$ cat config.mk
export PLATFORM = sky130hd
export DESIGN_NAME = addr_xlate_buf
export DESIGN_NICKNAME = d
export VERILOG_FILES = /design/src/rtl/addr_xlate_pkg.sv /design/src/rtl/xlate_cam.sv /design/src/rtl/xlate_victim.sv /design/src/rtl/addr_xlate_buf.sv
export SDC_FILE = /design/constraint.sdc
export NUM_CORES = 1
export LEC_CHECK = 0
export BUFFER_PORTS_ARGS = -buffer_cell sky130_fd_sc_hd__buf_2
export CORE_MARGIN = 2
export CORE_UTILIZATION = 40
export CTS_BUF_LIST = sky130_fd_sc_hd__clkbuf_4 sky130_fd_sc_hd__clkbuf_8
export DETAILED_ROUTE_END_ITERATION = 16
export SYNTH_ARGS = -nofsm -noshare
export SYNTH_HDL_FRONTEND = slang
export SYNTH_SLANG_ARGS = --single-unit
$ cat constraint.sdc
create_clock -name clk -period 4.5 [get_ports clk]
set_input_delay 0.9 -clock clk [delete_from_list [all_inputs] [get_ports clk]]
set_output_delay 0.9 -clock clk [all_outputs]
set_load 0.02 [all_outputs]
$ cat src/rtl/addr_xlate_pkg.sv
// Shared geometry of the page translation buffer.
// Assumes a power-of-two page size smaller than the address space.
package addr_xlate_pkg;
    localparam int ADDR_W = 32;
    localparam int OFS_W  = 12;
    localparam int PN_W   = ADDR_W - OFS_W;
    localparam int SLOTS  = 8;
    localparam int SLOT_W = $clog2(SLOTS);
endpackage

$ cat src/rtl/xlate_cam.sv
// Content-addressed compare of one probe key against every live slot key.
// Returns whether any slot matches and the lowest matching index.
// Assumes the caller keeps keys unique among live slots.
module xlate_cam #(
    parameter int N     = 8,
    parameter int KEY_W = 20,
    parameter int IDX_W = $clog2(N)
) (
    input  logic [N-1:0]       live,
    input  logic [N*KEY_W-1:0] keys,
    input  logic [KEY_W-1:0]   probe,
    output logic               found,
    output logic [IDX_W-1:0]   where
);
    logic [N-1:0] eq;

    for (genvar g = 0; g < N; g++) begin : g_cmp
        assign eq[g] = live[g] && (keys[g*KEY_W +: KEY_W] == probe);
    end

    // Priority encode the match vector, lowest index first.
    always_comb begin
        found = |eq;
        where = '0;
        for (int i = N - 1; i >= 0; i--) begin
            if (eq[i]) where = IDX_W'(i);
        end
    end
endmodule

$ cat src/rtl/xlate_victim.sv
// Chooses the slot a fill of a new page lands in: the lowest free slot,
// else the slot under a round-robin pointer that advances on each eviction.
// Assumes 'evict' is raised only in a cycle whose fill used 'pick'.
module xlate_victim #(
    parameter int N     = 8,
    parameter int IDX_W = $clog2(N)
) (
    input  logic             clk,
    input  logic             rst_n,
    input  logic [N-1:0]     live,
    input  logic             evict,
    output logic [IDX_W-1:0] pick
);
    logic [IDX_W-1:0] rr_q;
    logic [IDX_W-1:0] free_idx;
    logic             free_any;

    // Find the lowest unoccupied slot.
    always_comb begin
        free_any = ~&live;
        free_idx = '0;
        for (int i = N - 1; i >= 0; i--) begin
            if (!live[i]) free_idx = IDX_W'(i);
        end
        pick = free_any ? free_idx : rr_q;
    end

    // Move the round-robin pointer only when a full buffer loses a slot.
    always_ff @(posedge clk) begin
        if (!rst_n) begin
            rr_q <= '0;
        end else if (evict && !free_any) begin
            rr_q <= (rr_q == IDX_W'(N - 1)) ? '0 : rr_q + 1'b1;
        end
    end
endmodule

$ cat src/rtl/addr_xlate_buf.sv
// Fully associative page translation buffer with a registered result.
// Holds SLOTS mappings of page number to frame number with residency,
// modified and recently-used flags; lookups update the flags on hits.
// Assumes at most one of fill/invalidate targets a slot per cycle
// (flush > fill > invalidate > access flag update).
module addr_xlate_buf #(
    parameter int ADDR_W = addr_xlate_pkg::ADDR_W,
    parameter int OFS_W  = addr_xlate_pkg::OFS_W,
    parameter int SLOTS  = addr_xlate_pkg::SLOTS,
    localparam int PN_W   = ADDR_W - OFS_W,
    localparam int SLOT_W = $clog2(SLOTS)
) (
    input  logic              clk,
    input  logic              rst_n,
    input  logic              req_valid,
    input  logic              req_write,
    input  logic [ADDR_W-1:0] req_vaddr,
    input  logic              fill_valid,
    input  logic [PN_W-1:0]   fill_vpn,
    input  logic [PN_W-1:0]   fill_pfn,
    input  logic              fill_present,
    input  logic              inval_valid,
    input  logic [PN_W-1:0]   inval_vpn,
    input  logic              flush,
    output logic              rsp_valid,
    output logic              rsp_hit,
    output logic              rsp_miss,
    output logic              rsp_fault,
    output logic [ADDR_W-1:0] rsp_paddr,
    output logic              rsp_dirty,
    output logic              rsp_ref
);
    typedef struct packed {
        logic            occ;
        logic            present;
        logic            dirty;
        logic            refd;
        logic [PN_W-1:0] vpn;
        logic [PN_W-1:0] pfn;
    } slot_t;

    slot_t               tab [SLOTS];
    logic [SLOTS-1:0]    occ_vec;
    logic [SLOTS*PN_W-1:0] key_flat;

    for (genvar g = 0; g < SLOTS; g++) begin : g_flat
        assign occ_vec[g]                = tab[g].occ;
        assign key_flat[g*PN_W +: PN_W]  = tab[g].vpn;
    end

    logic              look_hit, fill_hit, inv_hit;
    logic [SLOT_W-1:0] look_idx, fill_idx, inv_idx, victim;
    logic [SLOT_W-1:0] fill_slot;
    logic              fill_go, evict;

    xlate_cam #(.N(SLOTS), .KEY_W(PN_W), .IDX_W(SLOT_W)) u_cam_look (
        .live(occ_vec), .keys(key_flat), .probe(req_vaddr[ADDR_W-1:OFS_W]),
        .found(look_hit), .where(look_idx)
    );
    xlate_cam #(.N(SLOTS), .KEY_W(PN_W), .IDX_W(SLOT_W)) u_cam_fill (
        .live(occ_vec), .keys(key_flat), .probe(fill_vpn),
        .found(fill_hit), .where(fill_idx)
    );
    xlate_cam #(.N(SLOTS), .KEY_W(PN_W), .IDX_W(SLOT_W)) u_cam_inval (
        .live(occ_vec), .keys(key_flat), .probe(inval_vpn),
        .found(inv_hit), .where(inv_idx)
    );

    assign fill_go   = fill_valid && !flush;
    assign evict     = fill_go && !fill_hit;
    assign fill_slot = fill_hit ? fill_idx : victim;

    xlate_victim #(.N(SLOTS), .IDX_W(SLOT_W)) u_victim (
        .clk(clk), .rst_n(rst_n), .live(occ_vec), .evict(evict), .pick(victim)
    );

    for (genvar g = 0; g < SLOTS; g++) begin : g_slot
        // Maintain one slot: flush, load, remove, or flag update on a hit.
        always_ff @(posedge clk) begin
            if (!rst_n) begin
                tab[g] <= '0;
            end else if (flush) begin
                tab[g].occ <= 1'b0;
            end else if (fill_go && fill_slot == SLOT_W'(g)) begin
                tab[g].occ     <= 1'b1;
                tab[g].present <= fill_present;
                tab[g].dirty   <= 1'b0;
                tab[g].refd    <= 1'b0;
                tab[g].vpn     <= fill_vpn;
                tab[g].pfn     <= fill_pfn;
            end else if (inval_valid && inv_hit && inv_idx == SLOT_W'(g)) begin
                tab[g].occ <= 1'b0;
            end else if (req_valid && look_hit && look_idx == SLOT_W'(g)
                         && tab[g].present) begin
                tab[g].refd <= 1'b1;
                if (req_write) tab[g].dirty <= 1'b1;
            end
        end
    end

    slot_t sel;
    assign sel = tab[look_idx];

    // Register the outcome of this cycle's lookup.
    always_ff @(posedge clk) begin
        if (!rst_n) begin
            rsp_valid <= 1'b0;
            rsp_hit   <= 1'b0;
            rsp_miss  <= 1'b0;
            rsp_fault <= 1'b0;
            rsp_paddr <= '0;
            rsp_dirty <= 1'b0;
            rsp_ref   <= 1'b0;
        end else begin
            rsp_valid <= req_valid;
            rsp_hit   <= req_valid && look_hit && sel.present;
            rsp_fault <= req_valid && look_hit && !sel.present;
            rsp_miss  <= req_valid && !look_hit;
            rsp_paddr <= (req_valid && look_hit && sel.present)
                         ? {sel.pfn, req_vaddr[OFS_W-1:0]} : '0;
            rsp_dirty <= req_valid && look_hit && sel.dirty;
            rsp_ref   <= req_valid && look_hit && sel.refd;
        end
    end
endmodule

==> results.md <==
| Result | This run |
|---|---|
| Worst clock skew | 0.04886 ns |
| Worst-skew pair later-pin latency | 0.70 ns |
| Filler instances | 5244 |
| Cts hold-fix bufs | 0 |
| Peak ir drop on the vdd network | 0.0002148 V |
| Classification of the worst setup path | primary input to flop |
| RSZ-0062 raised after global routing | no |
| Clock slew seen by the registers of the worst setup and hold paths | 0.06 ns |
| Storage cell area | 11390 sq um |
| Post-Syn Area per Cell | 11.13 sq um |
| Type of the worst min-delay path | primary input to flop |
| Clock Tree Buf Depth | 3 |
| Ratio of final minimum period to clock period | 0.8882 |
| Core ar. | 56390 sq um |
| Buffer type at the clock tree root | clkbuf_8 |
| Routed WL per cell | 27.93 microns |
| Standard cell with the maximum stage delay on the critical path | or4_1 |
| Effective utilization at floorplan | 0.4042 |
| Seq/Total Area, Yosys | 0.4998 |
| Maximum fanout along the worst path | 17 |
| Layout Cell Area excl Fill | 27130 sq um |
| CP Data Arrival Time | 4.55 ns |
| Start point of the critical path | req_vaddr[12] |
| Reg-to-reg critical path endpoint | rsp_paddr[31]$_SDFF_PN0_ |
| Final RePlAce weighted congestion | 1.003 |
| Worst setup EP type | flop |
| Met1 Wirelength | 36990 microns |
| Outcome | finished clean |
| Register-to-register setup slack | 0.71 ns |
| Unique masters post-synth | 75 |
| Min Tclk post-route | 3.997 ns |
| Critical Path End | rsp_paddr[13]$_SDFF_PN0_ |
| Netlist Area Pre-Place | 22790 sq um |
| Synth Register Bits | 393 |
| H-tree levels | 3 |
| Setup-failing EPs final | 0 |
| Vertical die dimension | 242.7 microns |
| Post-synth ARST share | 0 |
| Critical-path cell list | buf_2 -> buf_4 -> xnor2_1 -> nand4_1 -> or4_1 -> or2_1 -> a211oi_2 -> o21ai_2 -> mux2i_1 -> a2111o_1 -> a21o_1 -> buf_12 -> a311oi_1 |
| Pins over their slew limit | 0 |
| Number of non-filler instances in the completed layout | 3118 |
| Antenna-violating nets left | 0 |
| Grt total ovfl | 0 |
| Resize count post-CTS | 0 |
| Final Hold Viols | 0 |
| Power Density | 327.0 nW/um^2 |
| CP peak stage delay | 0.62 ns |
| Net count after synthesis | 2149 |
| P_leak | 0.01010 uW |
| Post-detailed-placement half-perimeter wirelength | 62080 microns |
| Global-route wire length before repair | 125400 microns |
| Required time of the critical path | 5.05 ns |
| Max-cap violation count | 0 |
| Leading register cell type out of synthesis | edfxtp_1 |
| FMAX | 0.2502 GHz |
| Length of the first detailed-routing pass in iterations | 5 |
| Number of cells traversed by the worst register-to-register path | 12 |
| Floorplan die area | 58910 sq um |
| Post-layout net count | 2407 |
| Mapped Cells | 2047 |
| Via count of the first global-routing pass | 17580 |
| Cell depth of the worst min-delay path | 2 |
| Routed vias/inst | 5.646 |
| Post-CTS setup buffer count | 0 |
| Clk sinks | 393 |
| I/O Buffers | 137 |
| # placed instances | 2986 |
| Detailed route wirelength on metal3 | 7442 microns |
| Headroom to the max-slew limit | 0.5090 |
| Met2 wirelength from detailed routing | 39500 microns |
| Initial detailed-routing violation count | 1605 |
| Number of enable-type register cells in the synthesized netlist | 352 |
| Total wirelength of the detailed-routed design | 87090 microns |
| DIE WIDTH | 242.7 microns |
| Cell area after placement | 25660 sq um |
| Tightest Pin Transition | 0.7357 ns |
| Number of remaining DRC errors | 0 |
| Synthesis warning total | 0 |
| GRT Resource Usage Total | 0.2949 |
| Number of buffers created by CTS | 73 |
| Worst Setup Start Kind | primary input |
| Maximum number of pins on one net before global-route repair | 51 |
| Via count | 17600 |
| Share of final-layout standard cells stronger than drive strength 1 | 0.2246 |
| IO Pins | 138 |
| Combined area of the multi-input logic cells | 10730 sq um |
| Antenna violations before repair | 3 |
| Site row count | 87 |
| Highest signal layer in the routed design | met5 |
| Area growth from synthesis to layout | 19.02% |
| Clock tree from TritonCTS | yes |
| Worst flop-to-flop path startpoint | tab[6][30]$_SDFFCE_PN0P_ |
-- registers in the layout, summed over array words and instances (netlist names) --
signal	count
rsp_fault	1
u_victim.rr_q	3
rsp_paddr	32
rsp_valid	1
rsp_hit	1
rsp_ref	1
tab	352
rsp_dirty	1
rsp_miss	1
-- where the power goes --
group          switching [uW]  internal (uW)  total (uW)
sequential                126           4100        4230
combinational             663            424        1090
clock                    1660           1900        3550
-- how the worst min path moves through the flow --
| stage | from | endpoint | slack [ns] |
|---|---|---|---|
| 2_1_floorplan | u_victim.rr_q[2]$_SDFFE_PN0P_ | u_victim.rr_q[2]$_SDFFE_PN0P_ | 0.49 |
| 4_1_cts | req_vaddr[0] | rsp_paddr[0]$_SDFF_PN0_ | 0.38 |
| 5_1_grt | req_vaddr[1] | rsp_paddr[1]$_SDFF_PN0_ | 0.41 |
| 6_report | req_vaddr[2] | rsp_paddr[2]$_SDFF_PN0_ | 0.43 |
| 3_3_place_gp | tab[2][14]$_SDFFCE_PN0P_ | rsp_paddr[26]$_SDFF_PN0_ | 0.53 |
| 3_5_place_dp | tab[2][19]$_SDFFCE_PN0P_ | rsp_paddr[31]$_SDFF_PN0_ | 0.54 |
-- placed cells by master, fill, tap and decap left out, drive strengths merged, types with 5 or more instances in the layout --
master / instances
nand4: 106
nand3: 42
or2: 13
a21oi: 34
clkinv: 13
xnor2: 332
nor4: 68
a221o: 26
inv: 23
o21ai: 28
buf: 330
nor3: 27
clkbuf: 110
nand2b: 16
dfxtp: 41
and3: 5
o21bai: 5
or3: 11
xor2: 146
mux2: 21
nor2b: 7
a211oi: 9
edfxtp: 352
nand2: 113
nor3b: 6
and2: 344
a21o: 6
a221oi: 16
mux2i: 11
a311oi: 13
nor2: 33
-- metrics by stage --
step / hold WS [ns] / worst slack (ns) / setup TNS, ns / power [uW] / util
2_1_floorplan: 0.4904 / 0.07714 / 0 / 4859 / -
3_3_place_gp: 0.5282 / -0.1459 / -0.9764 / 5366 / 0.4550
3_5_place_dp: 0.5388 / -0.1268 / -0.4835 / 5364 / 0.4550
4_1_cts: 0.3814 / 0.5726 / 0 / 8911 / 0.4810
5_1_grt: 0.4115 / 0.4475 / 0 / 9154 / 0.4810
6_report: 0.4295 / 0.5031 / 0 / 8869 / 0.4811
-- kinds of logic after synthesis --
group / count (synthesis) / share of synthesized area
xor gates and xnor gates: 478 / 0.1837
buffers and inverters: 163 / 0.03321
and+or+nand+nor: 819 / 0.2114
DFF: 393 / 0.4998
muxes: 32 / 0.01521
adders and majority gates: 2 / 0.001098
AOI/OAI and AO/OA: 160 / 0.05567
-- area by class of cell --
| cell class | instances | share of cell area |
|---|---|---|
| antenna | 2 | 0.0001845 |
| clock buffer | 110 | 0.04843 |
| clock inverter | 20 | 0.005489 |
| inverter | 16 | 0.002214 |
| multi-input combinational | 1491 | 0.3954 |
| sequential | 393 | 0.4199 |
| tap | 756 | 0.03487 |
| timing repair buffer | 330 | 0.09345 |
-- synthesized netlist by cell type (all sizes together), types with 4 or more instances --
master	number	area, sq um
and2	344	2152
or3b	4	35.04
a311oi	13	150.2
nand2	113	424.2
nand2b	16	100.1
or2	13	81.33
buf	76	430.4
a211oi	9	107.6
nand4b	4	35.03
a221o	26	260.3
xor2	146	1279
or4	4	30.03
a221oi	16	140.1
o21bai	5	37.54
a21o	6	45.04
nand4	106	663.1
a21oi	34	173.9
xnor2	332	2908
nor2	33	133.9
nor3	27	135.1
nand3	42	210.2
o211ai	4	30.03
or3	11	78.82
mux2	21	236.5
o21ai	28	143.9
clkbuf	71	266.5
nor3b	6	45.04
dfxtp	41	820.8
and3	5	31.28
mux2i	11	110.1
nor2b	7	43.79
nor4	68	471.7
inv	16	60.05
edfxtp	352	10570
-- routing by layer --
metal  up-vias  global-route usage
met3       203             0.05960
li1       7762                   -
met2       844              0.4617
met5         -                   0
met4         4              0.1130
met1      8790              0.4029
-- critical path, delay by kind of cell --
| family | cells | cell delay, ns |
|---|---|---|
| xor gates and xnor gates | 1 | 0.34 |
| muxes | 1 | 0.14 |
| buffers and inverters | 3 | 0.59 |
| and+or+nand+nor | 3 | 1.09 |
| AOI/OAI and AO/OA | 5 | 1.44 |
No activity file was read; power rests on OpenSTA's default activity.
